===== config.mk =====
export PLATFORM = sky130hd
export DESIGN_NAME = debug_wire_bit_engine
export DESIGN_NICKNAME = d
export VERILOG_FILES = /design/src/rtl/owbe_pkg.sv /design/src/rtl/owbe_line_sync.sv /design/src/rtl/owbe_bit_timer.sv /design/src/rtl/owbe_byte_shifter.sv /design/src/rtl/debug_wire_bit_engine.sv
export SDC_FILE = /design/constraint.sdc
export NUM_CORES = 1
export LEC_CHECK = 0
export ABC_AREA = 1
export BUFFER_PORTS_ARGS = -buffer_cell sky130_fd_sc_hd__buf_4
export CELL_PAD_IN_SITES_DETAIL_PLACEMENT = 2
export CELL_PAD_IN_SITES_GLOBAL_PLACEMENT = 2
export CORE_ASPECT_RATIO = 2
export CORE_MARGIN = 3
export CORE_UTILIZATION = 33
export DETAILED_ROUTE_END_ITERATION = 8
export PLACE_DENSITY_LB_ADDON = 0.05
export SLEW_MARGIN = 20
export SYNTH_ARGS = -nofsm -noshare
export SYNTH_HDL_FRONTEND = slang
export SYNTH_SLANG_ARGS = --single-unit

===== constraint.sdc =====
create_clock -name clk -period 2.2 [get_ports clk]
set_input_delay 0.44 -clock clk [delete_from_list [all_inputs] [get_ports clk]]
set_output_delay 0.44 -clock clk [all_outputs]
set_load 0.01 [all_outputs]

===== src/rtl/owbe_pkg.sv =====
// Shared types for the single-wire bit engine.
package owbe_pkg;
    // Bit phase: waiting for a host edge, or inside a bit time.
    typedef enum logic {
        PH_IDLE = 1'b0,
        PH_BIT  = 1'b1
    } phase_e;
endpackage


===== src/rtl/owbe_line_sync.sv =====
// Synchronizes the asynchronous debug line and flags its falling edges.
// Assumes the line idles high, so every stage resets to 1.
// The edge flag is valid SYNC_STAGES-1 cycles after the first stage sees the low.
module owbe_line_sync #(
    parameter int SYNC_STAGES = 2
) (
    input  logic clk,
    input  logic rst_n,
    input  logic line_in,
    output logic line_s,
    output logic fall
);
    logic [SYNC_STAGES-1:0] chain;
    logic                   prev;

    // First stage captures the raw line.
    always_ff @(posedge clk) begin
        if (!rst_n) chain[0] <= 1'b1;
        else        chain[0] <= line_in;
    end

    genvar gi;
    generate
        for (gi = 1; gi < SYNC_STAGES; gi++) begin : g_stage
            // Each later stage re-times the one before it.
            always_ff @(posedge clk) begin
                if (!rst_n) chain[gi] <= 1'b1;
                else        chain[gi] <= chain[gi-1];
            end
        end
    endgenerate

    assign line_s = chain[SYNC_STAGES-1];

    // Remembers the synchronized level of the previous cycle.
    always_ff @(posedge clk) begin
        if (!rst_n) prev <= 1'b1;
        else        prev <= line_s;
    end

    assign fall = prev & ~line_s;
endmodule


===== src/rtl/owbe_bit_timer.sv =====
// Times one bit from the host's falling edge. It samples the line for receive
// and shapes the pad drive for a transmitted zero (hold low, then a one-cycle
// high pulse). Counter value n means the n-th cycle after the host edge.
// Assumes send_zero is stable for the whole bit.
module owbe_bit_timer
    import owbe_pkg::*;
#(
    parameter int SYNC_STAGES = 2,
    parameter int LOW_CYCLES  = 13,
    parameter int SAMPLE_AT   = 10
) (
    input  logic clk,
    input  logic rst_n,
    input  logic fall,
    input  logic line_s,
    input  logic send_zero,
    output logic bit_active,
    output logic bit_end,
    output logic rx_bit,
    output logic drive_en,
    output logic drive_val
);
    localparam int CNT_W = $clog2(LOW_CYCLES + 3);
    localparam logic [CNT_W-1:0] CNT_START  = CNT_W'(SYNC_STAGES + 1);
    localparam logic [CNT_W-1:0] CNT_SPEED  = CNT_W'(LOW_CYCLES + 1);
    localparam logic [CNT_W-1:0] CNT_SAMPLE = CNT_W'(SAMPLE_AT + SYNC_STAGES);

    phase_e           phase;
    logic [CNT_W-1:0] cnt;

    // Phase and counter: start on a host edge, stop after the speed-up cycle.
    always_ff @(posedge clk) begin
        if (!rst_n) begin
            phase <= PH_IDLE;
            cnt   <= '0;
        end else begin
            case (phase)
                PH_IDLE: if (fall) begin
                    phase <= PH_BIT;
                    cnt   <= CNT_START;
                end
                default: if (cnt == CNT_SPEED) phase <= PH_IDLE;
                         else                  cnt   <= cnt + 1'b1;
            endcase
        end
    end

    // Captures the received level at the fixed sample point.
    always_ff @(posedge clk) begin
        if (!rst_n)                                  rx_bit <= 1'b1;
        else if (phase == PH_BIT && cnt == CNT_SAMPLE) rx_bit <= line_s;
    end

    assign bit_active = (phase == PH_BIT);
    assign bit_end    = bit_active && (cnt == CNT_SPEED);
    assign drive_en   = bit_active && send_zero;
    assign drive_val  = bit_end;


    speedup_release_chk: assert property (@(posedge clk) disable iff (!rst_n)
        (drive_en && drive_val) |=> !drive_en);

    low_hold_chk: assert property (@(posedge clk) disable iff (!rst_n)
        (drive_en && !drive_val) |=> drive_en);

    low_first_chk: assert property (@(posedge clk) disable iff (!rst_n)
        $rose(drive_en) |-> !drive_val);
endmodule


===== src/rtl/owbe_byte_shifter.sv =====
// Holds the byte in flight, MSB first, in either direction, and runs the
// valid/ready exchange with the command layer. A loaded transmit byte selects
// transmit; otherwise bits are received. A new receive byte overwrites one
// that is still pending.
module owbe_byte_shifter #(
    parameter int DATA_W = 8
) (
    input  logic              clk,
    input  logic              rst_n,
    input  logic [DATA_W-1:0] tx_data,
    input  logic              tx_valid,
    output logic              tx_ready,
    output logic [DATA_W-1:0] rx_data,
    output logic              rx_valid,
    input  logic              rx_ready,
    input  logic              bit_active,
    input  logic              bit_end,
    input  logic              rx_bit,
    output logic              send_zero,
    output logic              byte_done
);
    localparam int IDX_W = $clog2(DATA_W);
    localparam logic [IDX_W-1:0] IDX_LAST = IDX_W'(DATA_W - 1);

    logic [DATA_W-1:0] shreg;
    logic [IDX_W-1:0]  idx;
    logic              tx_mode;
    logic              load;

    assign tx_ready  = !bit_active && (idx == '0) && !tx_mode;
    assign load      = tx_valid && tx_ready;
    assign send_zero = tx_mode && !shreg[DATA_W-1];

    // Shift, bit index, direction and receive handshake.
    always_ff @(posedge clk) begin
        if (!rst_n) begin
            shreg     <= '0;
            idx       <= '0;
            tx_mode   <= 1'b0;
            byte_done <= 1'b0;
            rx_data   <= '0;
            rx_valid  <= 1'b0;
        end else begin
            byte_done <= 1'b0;
            if (rx_valid && rx_ready) rx_valid <= 1'b0;
            if (load) begin
                shreg   <= tx_data;
                tx_mode <= 1'b1;
            end else if (bit_end) begin
                shreg <= {shreg[DATA_W-2:0], tx_mode ? 1'b0 : rx_bit};
                if (idx == IDX_LAST) begin
                    idx       <= '0;
                    byte_done <= 1'b1;
                    tx_mode   <= 1'b0;
                    if (!tx_mode) begin
                        rx_data  <= {shreg[DATA_W-2:0], rx_bit};
                        rx_valid <= 1'b1;
                    end
                end else begin
                    idx <= idx + 1'b1;
                end
            end
        end
    end


    done_pulse_chk: assert property (@(posedge clk) disable iff (!rst_n)
        byte_done |=> !byte_done);

    rx_hold_chk: assert property (@(posedge clk) disable iff (!rst_n)
        (rx_valid && !rx_ready) |=> rx_valid);

    rx_commit_chk: assert property (@(posedge clk) disable iff (!rst_n)
        $rose(rx_valid) |-> byte_done);
endmodule


===== src/rtl/debug_wire_bit_engine.sv =====
// Target-side bit engine for a host-clocked single-wire debug line.
// Chain: line synchronizer -> bit timer -> byte shifter. The pad is driven
// through drive_en/drive_val; the outside pull-up supplies the idle high.
module debug_wire_bit_engine #(
    parameter int DATA_W      = 8,
    parameter int SYNC_STAGES = 2,
    parameter int LOW_CYCLES  = 13,
    parameter int SAMPLE_AT   = 10
) (
    input  logic              clk,
    input  logic              rst_n,
    input  logic              line_in,
    output logic              drive_en,
    output logic              drive_val,
    input  logic [DATA_W-1:0] tx_data,
    input  logic              tx_valid,
    output logic              tx_ready,
    output logic [DATA_W-1:0] rx_data,
    output logic              rx_valid,
    input  logic              rx_ready,
    output logic              byte_done
);
    logic line_s, fall, bit_active, bit_end, rx_bit, send_zero;

    owbe_line_sync #(.SYNC_STAGES(SYNC_STAGES)) u_sync (
        .clk(clk), .rst_n(rst_n), .line_in(line_in),
        .line_s(line_s), .fall(fall)
    );

    owbe_bit_timer #(
        .SYNC_STAGES(SYNC_STAGES), .LOW_CYCLES(LOW_CYCLES), .SAMPLE_AT(SAMPLE_AT)
    ) u_timer (
        .clk(clk), .rst_n(rst_n), .fall(fall), .line_s(line_s),
        .send_zero(send_zero), .bit_active(bit_active), .bit_end(bit_end),
        .rx_bit(rx_bit), .drive_en(drive_en), .drive_val(drive_val)
    );

    owbe_byte_shifter #(.DATA_W(DATA_W)) u_shift (
        .clk(clk), .rst_n(rst_n), .tx_data(tx_data), .tx_valid(tx_valid),
        .tx_ready(tx_ready), .rx_data(rx_data), .rx_valid(rx_valid),
        .rx_ready(rx_ready), .bit_active(bit_active), .bit_end(bit_end),
        .rx_bit(rx_bit), .send_zero(send_zero), .byte_done(byte_done)
    );


    ready_idle_chk: assert property (@(posedge clk) disable iff (!rst_n)
        tx_ready |-> !drive_en);

    done_idle_chk: assert property (@(posedge clk) disable iff (!rst_n)
        byte_done |-> !drive_en);
endmodule


==> flow_summary.toml <==
[routing]
drt_iter0_markers = 19
vias = 1386
viasPerCell = 5.02
drc_errors = 0
first_pass_iters = 4
wl_per_cell_um = 16.7
wl_um = 4610
drtAntennaViolNets = 0

[die]
num_rows = 33
initial_core_util = 0.353
core_mm2 = 0.00421
dieArea_mm2 = 0.00539
die_y_um = 101
die_x_um = 53.5
pin_count = 26

[cts]
cts_tree = "built"
cts.reportedPaths.clkPinSlew_ns = 0.07
clockBufferDepth = 2
holdBufCountCts = 0
clock-sinks = 31
clkLatencyLatePin_ns = 0.29
cts_max_level = 2
cts_made_buffers = 5
post_cts_resized = 0
post_cts_buffers = 0
root_buffer = "clkbuf_8"

[job]
cap_violations = 0

[timing]
hold_slack_ns = 0.345
worst_slew_pin_slew_ns = 0.460
max_freq_mhz = 539
setup_viol = 0
slew_headroom = 0.694
finalSetupTns_ns = 0
hold_viol_final = 0
rsz0062_at_grt = "no"
setup_slack_ns = 0.346
period_share = 0.843
finClkSkew_ns = 0.00807
slew_viol_final = 0
fin_crit_ns = 1.85

[global_route]
overflow = 0
grt_pass1_wl_um = 7660
grt_pass1_vias = 1554
grt_max_degree = 21
antenna_found_initial = 0
track_usage = 0.199

[logic_synthesis]
ys_warn_count = 0
synth_cell_type_count = 26
ys_seq_area_frac = 0.418
async_reset_ff_frac = 0
synth_nets = 216
synth_area_mm2 = 0.00149
avgSynthCellArea_um2 = 7.55
yosys.area.top_type = "dfxtp_1"
synth_top_flop_cell = "dfxtp_1"
synth_top_area_share = 0.418
synth_edf_count = 0
netlist_top_cells_area = "dfxtp_1 42%, nand2_1 10%, nand4_1 6.7%"
yosys_register_bits = 31
synth_cells = 197

[cells_and_area]
layout_common_cells = "40 x nand2_1, 31 x dfxtp_1, 27 x buf_4, 23 x nor2_1, 22 x inv_1"
final_area_mm2 = 0.00182
diodes = 0
instances_no_fill = 276
nets = 242
post-route-util = 0.433
mostFrequentLayoutCell = "nand2_1"
area_growth_pct = 22.6
drive_gt1_frac = 0.250

[placement]
port_buffers = 25
post_dp_cell_area_mm2 = 0.00171
dpl.cell_count = 268
hpwl_um = 3520
gp_congestion = 0.728
pre_cts_ws_ns = 0.556

[setup_path]
cp_max_fo = 4
reg2reg_depth = 9
cp.required_ns = 1.76
worstPathArrival_ns = 1.41
worstSetupPathType = "reg2out"
start_kind = "flip-flop"
worstSetupEndpointType = "output port"

[power]
total_power_mw = 1.31
pwr-share-seq = 0.455
vdd_drop_max_mv = 0.387
sw_frac_of_total = 0.244
p_per_area_mw_per_mm2 = 720
combinationalPowerShare = 0.096
p_clk_frac = 0.450
intPower_uw = 992
p_sw_uw = 320
leakagePower_nw = 0.871

[min_path]
min_path_cells = 2
hp-class = "in2reg"

[status]
status = "finished clean"
[logic make-up after synthesis]
group	Yosys count	synth area share
AOI/OAI and AO/OA	12	0.0404
xor gates and xnor gates	1	0.00589
adders and majority gates	6	0.0505
DFF	31	0.418
buffers and inverters	34	0.102
and+or+nand+nor	113	0.384
[power groups by stage]
| stage | Clock, mW | Combinational [mW] | Sequential [mW] |
|---|---|---|---|
| after floorplan | 0 | 0.0812 | 0.602 |
| after global placement | 0 | 0.120 | 0.609 |
| after detailed placement | 0 | 0.125 | 0.610 |
| after CTS | 0.607 | 0.128 | 0.597 |
| after global routing | 0.641 | 0.143 | 0.599 |
| final | 0.590 | 0.125 | 0.597 |
[worst max-delay path, cell delays in order, from the launching register on]
cell and delay [ns]:
dfxtp_1 0.33, inv_1 0.12, ha_1 0.23, nand3_2 0.10, nor2_2 0.18, buf_4 0.17
[state kept, by name (all words and copies together) (netlist names)]
signal / flops
u_sync.prev: 1
u_sync.line_s: 1
u_sync.chain: 1
u_shift.rx_valid: 1
u_timer.rx_bit: 1
u_shift.rx_data: 8
u_shift.idx: 3
u_shift.byte_done: 1
u_timer.bit_active: 1
u_timer.cnt: 4
u_shift.tx_mode: 1
u_shift.shreg: 8
[Yosys cell counts (2+ instances only)]
| cell | number |
|---|---|
| a21oi_1 | 7 |
| inv_1 | 22 |
| nand2_1 | 40 |
| buf_2 | 3 |
| inv_2 | 2 |
| dfxtp_1 | 31 |
| ha_1 | 6 |
| o21ai_0 | 5 |
| nand3_2 | 2 |
| nand3_1 | 14 |
| nor2_1 | 23 |
| or2_2 | 2 |
| nor2_4 | 2 |
| nor2_2 | 9 |
| buf_4 | 2 |
| buf_1 | 2 |
| nand4_1 | 16 |
[final cells by class]
type / count / area, um^2
clock buffers: 6 / 82.6
clock inverters: 2 / 35.0
fillers: 515 / 2390
inverters: 26 / 103
multi-input cells: 132 / 714
flip-flops and latches: 31 / 621
well taps: 52 / 65.1
repair buffers: 27 / 203
[final timing paths]
kind                         from                to  slack [ns]
setup / recovery   u_timer.cnt[0]         drive_val        0.35
hold / removal            line_in   u_sync.chain[0]        0.34
setup reg to reg   u_timer.cnt[0]  u_shift.shreg[0]        0.54
hold reg to reg   u_sync.chain[0]     u_sync.line_s        0.42
[layer usage]
metal	GRT usage	vias up	share of wire
li1	-	683	-
met1	0.182	666	0.33
met2	0.395	26	0.62
met3	0.0326	11	0.027
met4	0.0886	0	0.028
met5	0	-	0
No activity file was read; power rests on OpenSTA's default activity.
